## src/rtl/pic_init_pkg.sv

```systemverilog
package pic_init_pkg;
    typedef enum logic [2:0] {
        ST_UNINIT,
        ST_W2,
        ST_W3,
        ST_W4,
        ST_READY
    } seq_state_e;

    // bit positions inside the setup words
    localparam int unsigned FIRST_TAG_BIT = 4;
    localparam int unsigned LEVEL_BIT     = 3;
    localparam int unsigned SINGLE_BIT    = 1;
    localparam int unsigned NEED4_BIT     = 0;
    localparam int unsigned AEOI_BIT      = 1;
endpackage

```

## src/rtl/pic_init_fsm.sv

```systemverilog
module pic_init_fsm
    import pic_init_pkg::*;
(
    input  logic       clk,
    input  logic       rst_n,
    input  logic       restart,
    input  logic       wr_hi,
    input  logic       need_w3,
    input  logic       need_w4,
    output seq_state_e state_q,
    output logic       ld_w2,
    output logic       ld_w3,
    output logic       ld_w4,
    output logic       ld_mask,
    output logic       done
);
    seq_state_e state_d;

    always_comb begin
        state_d = state_q;
        unique case (state_q)
            ST_UNINIT, ST_READY: state_d = state_q;
            ST_W2: if (wr_hi) state_d = need_w3 ? ST_W3 : (need_w4 ? ST_W4 : ST_READY);
            ST_W3: if (wr_hi) state_d = need_w4 ? ST_W4 : ST_READY;
            ST_W4: if (wr_hi) state_d = ST_READY;
            default: state_d = ST_UNINIT;
        endcase
        if (restart) state_d = ST_W2;
    end

    always_ff @(posedge clk or negedge rst_n) begin
        if (!rst_n) state_q <= ST_UNINIT;
        else        state_q <= state_d;
    end

    always_comb begin
        ld_w2   = 1'b0;
        ld_w3   = 1'b0;
        ld_w4   = 1'b0;
        ld_mask = 1'b0;
        done    = 1'b0;
        unique case (state_q)
            ST_UNINIT: ld_mask = wr_hi;
            ST_W2:     ld_w2   = wr_hi;
            ST_W3:     ld_w3   = wr_hi;
            ST_W4:     ld_w4   = wr_hi;
            ST_READY: begin
                ld_mask = wr_hi;
                done    = 1'b1;
            end
            default: ;
        endcase
    end
endmodule

```

## src/rtl/pic_init_cfg.sv

```systemverilog
module pic_init_cfg
    import pic_init_pkg::*;
#(
    parameter int unsigned LINES = 8,
    localparam int unsigned ID_W = $clog2(LINES),
    localparam int unsigned VB_W = LINES - ID_W
) (
    input  logic             clk,
    input  logic             rst_n,
    input  logic             restart,
    input  logic             ld_w2,
    input  logic             ld_w3,
    input  logic             ld_w4,
    input  logic             master_sel,
    input  logic [LINES-1:0] din,
    output logic             level_mode,
    output logic             single_mode,
    output logic             need_w4,
    output logic [VB_W-1:0]  vec_base,
    output logic [LINES-1:0] cascade_map,
    output logic [ID_W-1:0]  slave_id,
    output logic             auto_eoi
);
    always_ff @(posedge clk or negedge rst_n) begin
        if (!rst_n) begin
            level_mode  <= 1'b0;
            single_mode <= 1'b0;
            need_w4     <= 1'b0;
            vec_base    <= '0;
            cascade_map <= '0;
            slave_id    <= '0;
            auto_eoi    <= 1'b0;
        end else if (restart) begin
            level_mode  <= din[LEVEL_BIT];
            single_mode <= din[SINGLE_BIT];
            need_w4     <= din[NEED4_BIT];
            cascade_map <= '0;
            slave_id    <= '0;
            auto_eoi    <= 1'b0;
        end else begin
            if (ld_w2) vec_base <= din[LINES-1:ID_W];
            if (ld_w3) begin
                if (master_sel) cascade_map <= din;
                else            slave_id    <= din[ID_W-1:0];
            end
            if (ld_w4) auto_eoi <= din[AEOI_BIT];
        end
    end
endmodule

```

## src/rtl/pic_init_mask.sv

```systemverilog
module pic_init_mask #(
    parameter int unsigned LINES = 8
) (
    input  logic             clk,
    input  logic             rst_n,
    input  logic             clear,
    input  logic             load,
    input  logic [LINES-1:0] din,
    output logic [LINES-1:0] mask
);
    always_ff @(posedge clk or negedge rst_n) begin
        if (!rst_n)    mask <= '0;
        else if (clear) mask <= '0;
        else if (load)  mask <= din;
    end
endmodule

```

## src/rtl/pic_init_seq.sv

```systemverilog
module pic_init_seq
    import pic_init_pkg::*;
#(
    parameter int unsigned LINES = 8,
    localparam int unsigned ID_W = $clog2(LINES),
    localparam int unsigned VB_W = LINES - ID_W
) (
    input  logic             clk,
    input  logic             rst_n,
    input  logic             cs,
    input  logic             wr,
    input  logic             a0,
    input  logic [LINES-1:0] din,
    input  logic             master_sel,
    output logic             level_mode,
    output logic             single_mode,
    output logic [VB_W-1:0]  vec_base,
    output logic [LINES-1:0] cascade_map,
    output logic [ID_W-1:0]  slave_id,
    output logic             auto_eoi,
    output logic [LINES-1:0] mask,
    output logic             init_done
);
    logic       wr_stb, restart, wr_hi;
    logic       ld_w2, ld_w3, ld_w4, ld_mask, need_w4;
    seq_state_e state_q;

    assign wr_stb  = cs & wr;
    assign restart = wr_stb & ~a0 & din[FIRST_TAG_BIT];
    assign wr_hi   = wr_stb & a0;

    pic_init_fsm u_fsm (
        .clk     (clk),
        .rst_n   (rst_n),
        .restart (restart),
        .wr_hi   (wr_hi),
        .need_w3 (~single_mode),
        .need_w4 (need_w4),
        .state_q (state_q),
        .ld_w2   (ld_w2),
        .ld_w3   (ld_w3),
        .ld_w4   (ld_w4),
        .ld_mask (ld_mask),
        .done    (init_done)
    );

    pic_init_cfg #(.LINES(LINES)) u_cfg (
        .clk         (clk),
        .rst_n       (rst_n),
        .restart     (restart),
        .ld_w2       (ld_w2),
        .ld_w3       (ld_w3),
        .ld_w4       (ld_w4),
        .master_sel  (master_sel),
        .din         (din),
        .level_mode  (level_mode),
        .single_mode (single_mode),
        .need_w4     (need_w4),
        .vec_base    (vec_base),
        .cascade_map (cascade_map),
        .slave_id    (slave_id),
        .auto_eoi    (auto_eoi)
    );

    pic_init_mask #(.LINES(LINES)) u_mask (
        .clk   (clk),
        .rst_n (rst_n),
        .clear (restart),
        .load  (ld_mask),
        .din   (din),
        .mask  (mask)
    );
endmodule

```

## config.mk

```make
export PLATFORM = sky130hd
export DESIGN_NAME = pic_init_seq
export DESIGN_NICKNAME = d
export VERILOG_FILES = /design/src/rtl/pic_init_pkg.sv /design/src/rtl/pic_init_fsm.sv /design/src/rtl/pic_init_cfg.sv /design/src/rtl/pic_init_mask.sv /design/src/rtl/pic_init_seq.sv
export SDC_FILE = /design/constraint.sdc
export NUM_CORES = 1
export LEC_CHECK = 0
export BUFFER_PORTS_ARGS = -buffer_cell sky130_fd_sc_hd__buf_4
export CAP_MARGIN = 10
export CORE_ASPECT_RATIO = 0.5
export CORE_UTILIZATION = 50
export DETAILED_ROUTE_END_ITERATION = 7
export GPL_TIMING_DRIVEN = 0
export PLACE_DENSITY = 0.77
export SYNTH_ARGS = -nofsm -noshare
export SYNTH_HDL_FRONTEND = slang
export SYNTH_SLANG_ARGS = --single-unit
```

## constraint.sdc

```tcl
create_clock -name clk -period 3.85 [get_ports clk]
set_input_delay 0.385 -clock clk [delete_from_list [all_inputs] [get_ports clk]]
set_output_delay 0.385 -clock clk [all_outputs]
set_load 0.005 [all_outputs]
```

# Word level (Yosys, flattened, before mapping)
# Index checks and enable logic that the tools add are counted.
[classes] addsub=0 mul=0 n_div=0 magnitude_cmp=0 n_eq_ne=9 n_shift=0 muxes=22 bitwise=6 n_reduce_logical=10
[op_table] cell="8-bit 2-to-1 mux" n=5
[op_table] cell="3-bit 2-to-1 mux" n=9
[op_table] cell="3-bit one-hot mux with 4 select lines" n=1
[op_table] cell="3-bit by 2-bit != test with 1-bit output, second input constant" n=3
[op_table] cell="2-bit nonzero test" n=4
[op_table] cell="1-bit 2-to-1 mux" n=7
[op_table] cell="3-bit by 2-bit == test with 1-bit output, second input constant" n=2
[op_table] cell="2-bit AND reduction" n=3
[op_table] cell="1-bit AND" n=4
[op_table] cell="2-bit by 1-bit != test with 1-bit output, second input constant" n=2
[op_table] cell="4-bit AND reduction" n=1
[op_table] cell="3-bit by 1-bit == test with 1-bit output, second input constant" n=1
[op_table] cell="3-bit == test, second input constant" n=1
[op_table] cell="3-bit zero test" n=1
[op_table] cell="1-bit NOT" n=2
[op_table] cell="2-bit OR reduction" n=1
[word_totals] reg_bits=31 latchBits=0 mem_bits_rw=0 mem_bits_ro=0 input_bits=14 out_inout_bits=28 wordCells=56 memories=0

# Depth between registers and ports, before layout
[logic_depth] depth_word=5 depth_mapped=4 ltp_nobuf=3

# Hierarchy
# Synthesis repeated with hierarchy kept, for this count alone.
[hier_totals] cells_unflattened=125 area_unflattened_um2=1505.2
[by_module_without_submodules] mod="pic_init_cfg" instances=1 cells_per_inst=68 area_each_um2=913.4
[by_module_without_submodules] mod="pic_init_mask" instances=1 cells_per_inst=26 area_each_um2=325.3
[by_module_without_submodules] mod="pic_init_fsm" instances=1 cells_per_inst=28 area_each_um2=245.2
[by_module_without_submodules] mod="pic_init_seq" instances=1 cells_per_inst=3 area_each_um2=21.3

# Least setup slack after synthesis
# Ideal clock, no wire load.
[synth_timing] kind="reg-to-reg" from="reg u_fsm.state_q[2]" to="reg u_cfg.vec_base[0]" setup_ns=0.125 arrival_time_ns=1.331 t_required_ns=3.725 slack_ns=2.394 stages_incl_launch_ff=4 path_buffers=0 synth_period_minus_slack_ns=1.456 path_cell_list="dfrtp_1 > nand4b_1 > nor3b_4 > mux2_2"
[synth_via] elab_chain_cells=3
[synth_rtl] item="start: declaration" line="pic_init_fsm.sv:10" source="output seq_state_e state_q,"
[synth_rtl] item="start signal: assignment" line="pic_init_fsm.sv:33" source="else state_q <= state_d;"
[synth_rtl] item="3-bit by 1-bit == test with 1-bit output" line="pic_init_fsm.sv:42" source="unique case (state_q)"
[synth_rtl] item="1-bit 2-to-1 mux" line="pic_init_fsm.sv:42"
[synth_rtl] item="2-bit AND reduction (no line)"
[synth_rtl] item="end signal: assignment" line="pic_init_cfg.sv:41" source="if (ld_w2) vec_base <= din[LINES-1:ID_W];"
[synth_rtl] item="end: declaration" line="pic_init_cfg.sv:19" source="output logic [VB_W-1:0] vec_base,"
# No other way between the ends.
# A chain may end at the register's enable or synchronous reset.

# Worst setup path in the final report
[layout_timing] from="reg u_fsm.state_q[0]" to="out init_done"
[layout_via] elab_chain_cells=2
[layout_rtl] item="3-bit == test" line="pic_init_fsm.sv:42"
[layout_rtl] item="1-bit 2-to-1 mux" line="pic_init_fsm.sv:42"
[layout_rtl] item="end: declaration" line="pic_init_seq.sv:22" source="output logic init_done"
# No other way between the ends.

==> flow_summary.ini <==
[cts]
path_clk_slew_ns = 0.07
cts_resized = 0
htree_levels = 2
clock_path_buffers = 2
clock_sink_count = 31
cts_tree = yes
cts-root-buf = clkbuf_8
post_cts_buffers = 0
cts_hold_buf = 0
clock_latency_ns = 0.29
numCtsBuffers = 5

[pwr]
swShare = 0.312
cell_internal_pwr_uw = 910
p_per_area_nw_per_um2 = 684
p_comb_frac = 0.330
p_sw_uw = 413
ir_drop_v = 0.000334
p_clk_frac = 0.292
leakagePower_uw = 0.000904
pwr-share-seq = 0.378

[worst_setup_path]
critical_path_buf_inv_count = 2
crit_cells = 4
startpoint = u_fsm.state_q[0]
rr_worst_depth = 3
cp_cell_sequence = buf_2 > nor2_1 > and2_1 > buf_4
critPathTopFamily = simple AND/OR/NAND/NOR gates
crit_path_end = init_done
critPathRequiredTime_ns = 3.46
arrival_ns = 1.75
ff2ff_setup_slack_ns = 2.08
r2r_end = u_cfg.vec_base[3]
crit_type = reg -> out
start_kind = flop
crit_fanout = 10
slowest_delay_ns = 0.50
cp-end-kind = output pin
r2r-start = u_fsm.state_q[2]
slowest_stage = nor2_1

[place]
placed_area_um2 = 1800
hpwl_um = 2830
gp_congestion = 0.838
port_buffers = 41

[sta]
period_needed_ns = 2.14
slew_headroom = 0.573
setup_viol_count_final = 0
maxSlewViolCount = 0
max_freq_mhz = 468
worst_hold_slack_ns = 0.0203
worstMarginPinSlew_ns = 0.638
period_share = 0.555
hold_viol = 0
rsz0062_at_grt = no
finalSetupTns_ns = 0
finClkSkew_ns = 0.00486

[drt]
totalWireLength_um = 4130
drc = 0
drtAntennaViolNets = 0
avgViaCountPerCell = 5.95
wl_per_cell_um = 18.0
drt-initial-drc-count = 87
first_pass_iters = 4
via_count = 1369

[die]
coreArea_um2 = 2670
row_count = 13
dieArea_um2 = 3120
die_x_um = 78.1
start_util = 0.542
design.portCount = 42
fp.dieH_um = 40.0

[grt]
gr-usage-met1 = 0.385
grt_max_degree = 32
grt.overflow.total = 0
globalRouteMet2Util = 0.469
grt_util_met3 = 0.0841
track_usage = 0.291
grt_pass1_wl_um = 6250
grt.busiest_layer = met2
grt_antenna_before_repair = 0
grt_pass1_vias = 1221

[synthesis]
ys_seq_elements = 31
yosysTopAreaCell = dfrtp_1
yosys.cell_types.count = 30
synth_fp_nets = 158
synth_area_per_cell_um2 = 10.0
synthCells = 144
ys_warn_count = 0
netlist_top_cells_area = dfrtp_1 (54%), nand3_1 (6.6%), a21oi_1 (5.9%)
synth-seq-area-share = 0.536
synth_area_um2 = 1450
synth_top_area_share = 0.536

[cells_and_area]
syn_to_final_growth_pct = 33.7
final_common_cell = buf_4
nets = 206
insertedDiodeCount = 0
final_cell_area_um2 = 1930
drive_above_1_share = 0.316
fin_util = 0.725
layout.cells.most_common_list = buf_4 (41), dfrtp_1 (31), nand3_1 (19)

[min_path]
hold_path.class = in -> async

[flow_run]
maxCapViolations = 0

[run_status]
status = finished, final reports clean
[kinds of logic after synthesis]
| logic type | Yosys count | share of synthesized area |
|---|---|---|
| compound gates | 43 | 0.174 |
| buf+inv | 10 | 0.0294 |
| flops | 31 | 0.536 |
| mux | 5 | 0.0389 |
| simple gates | 55 | 0.221 |
[metal layers]
layer / share of wire / up-vias
li1: - / 628
met1: 0.46 / 686
met2: 0.47 / 45
met3: 0.046 / 10
met4: 0.018 / 0
met5: 0 / -
[worst min-delay path by stage]
stage,end,cells after the start
final,u_cfg.vec_base[2],1
after global placement,u_cfg.vec_base[3],1
after global routing,u_cfg.vec_base[1],1
after floorplan,u_cfg.auto_eoi,0
after CTS,u_cfg.vec_base[2],1
after detailed placement,u_cfg.vec_base[2],1
[area by class of cell]
type	instances	area, µm²
sequential	31	776
fill	216	734
multi-input combinational	103	628
timing repair buffer	41	308
clock buffer	6	72.6
clock inverter	2	60.1
tap	37	46.3
buffer	10	42.5
[stage by stage]
step / worst slack, ns / instances / power [µW]
4_1_cts: 1.74 / 230 / 1320
3_5_place_dp: 2.05 / 222 / 931
2_1_floorplan: 2.39 / 144 / 708
5_1_grt: 1.61 / 230 / 1390
3_3_place_gp: 2.09 / 222 / 911
6_report: 1.71 / 230 / 1320
[state kept, by name, summed over array words and instances, names as in the netlist]
register / flops
u_cfg.cascade_map: 8
u_mask.mask: 8
u_cfg.vec_base: 5
u_cfg.slave_id: 3
u_fsm.state_q: 3
u_cfg.auto_eoi: 1
u_cfg.level_mode: 1
u_cfg.need_w4: 1
u_cfg.single_mode: 1
[synthesized netlist by cell type (all sizes together)]
cell type,number
dfrtp,31
nand3,20
a21oi,17
o21ai,17
nand2,16
clkbuf,6
mux2,5
buf,4
nand3b,3
nand4b,3
o311ai,3
and4b,2
nor3b,2
a22o,1
a311oi,1
a31oi,1
and2,1
and3,1
and3b,1
nand2b,1
nand4,1
nor2,1
nor2b,1
o211ai,1
o221ai,1
o31a,1
or2,1
or4b,1
[worst reg2reg max path: stages (launching register included)]
cell	delay (ns)
dfrtp_1	0.45
nand4b_1	0.36
nor3b_4	0.44
mux2_2	0.40
[power by group through the flow]
stage / registers [µW] / logic, µW / clock network (µW)
3_5_place_dp: 502 / 430 / 0
6_report: 500 / 437 / 386
2_1_floorplan: 495 / 213 / 0
4_1_cts: 498 / 436 / 388
3_3_place_gp: 497 / 415 / 0
5_1_grt: 512 / 476 / 403
Note: power is estimated with default switching activity, not from simulation.
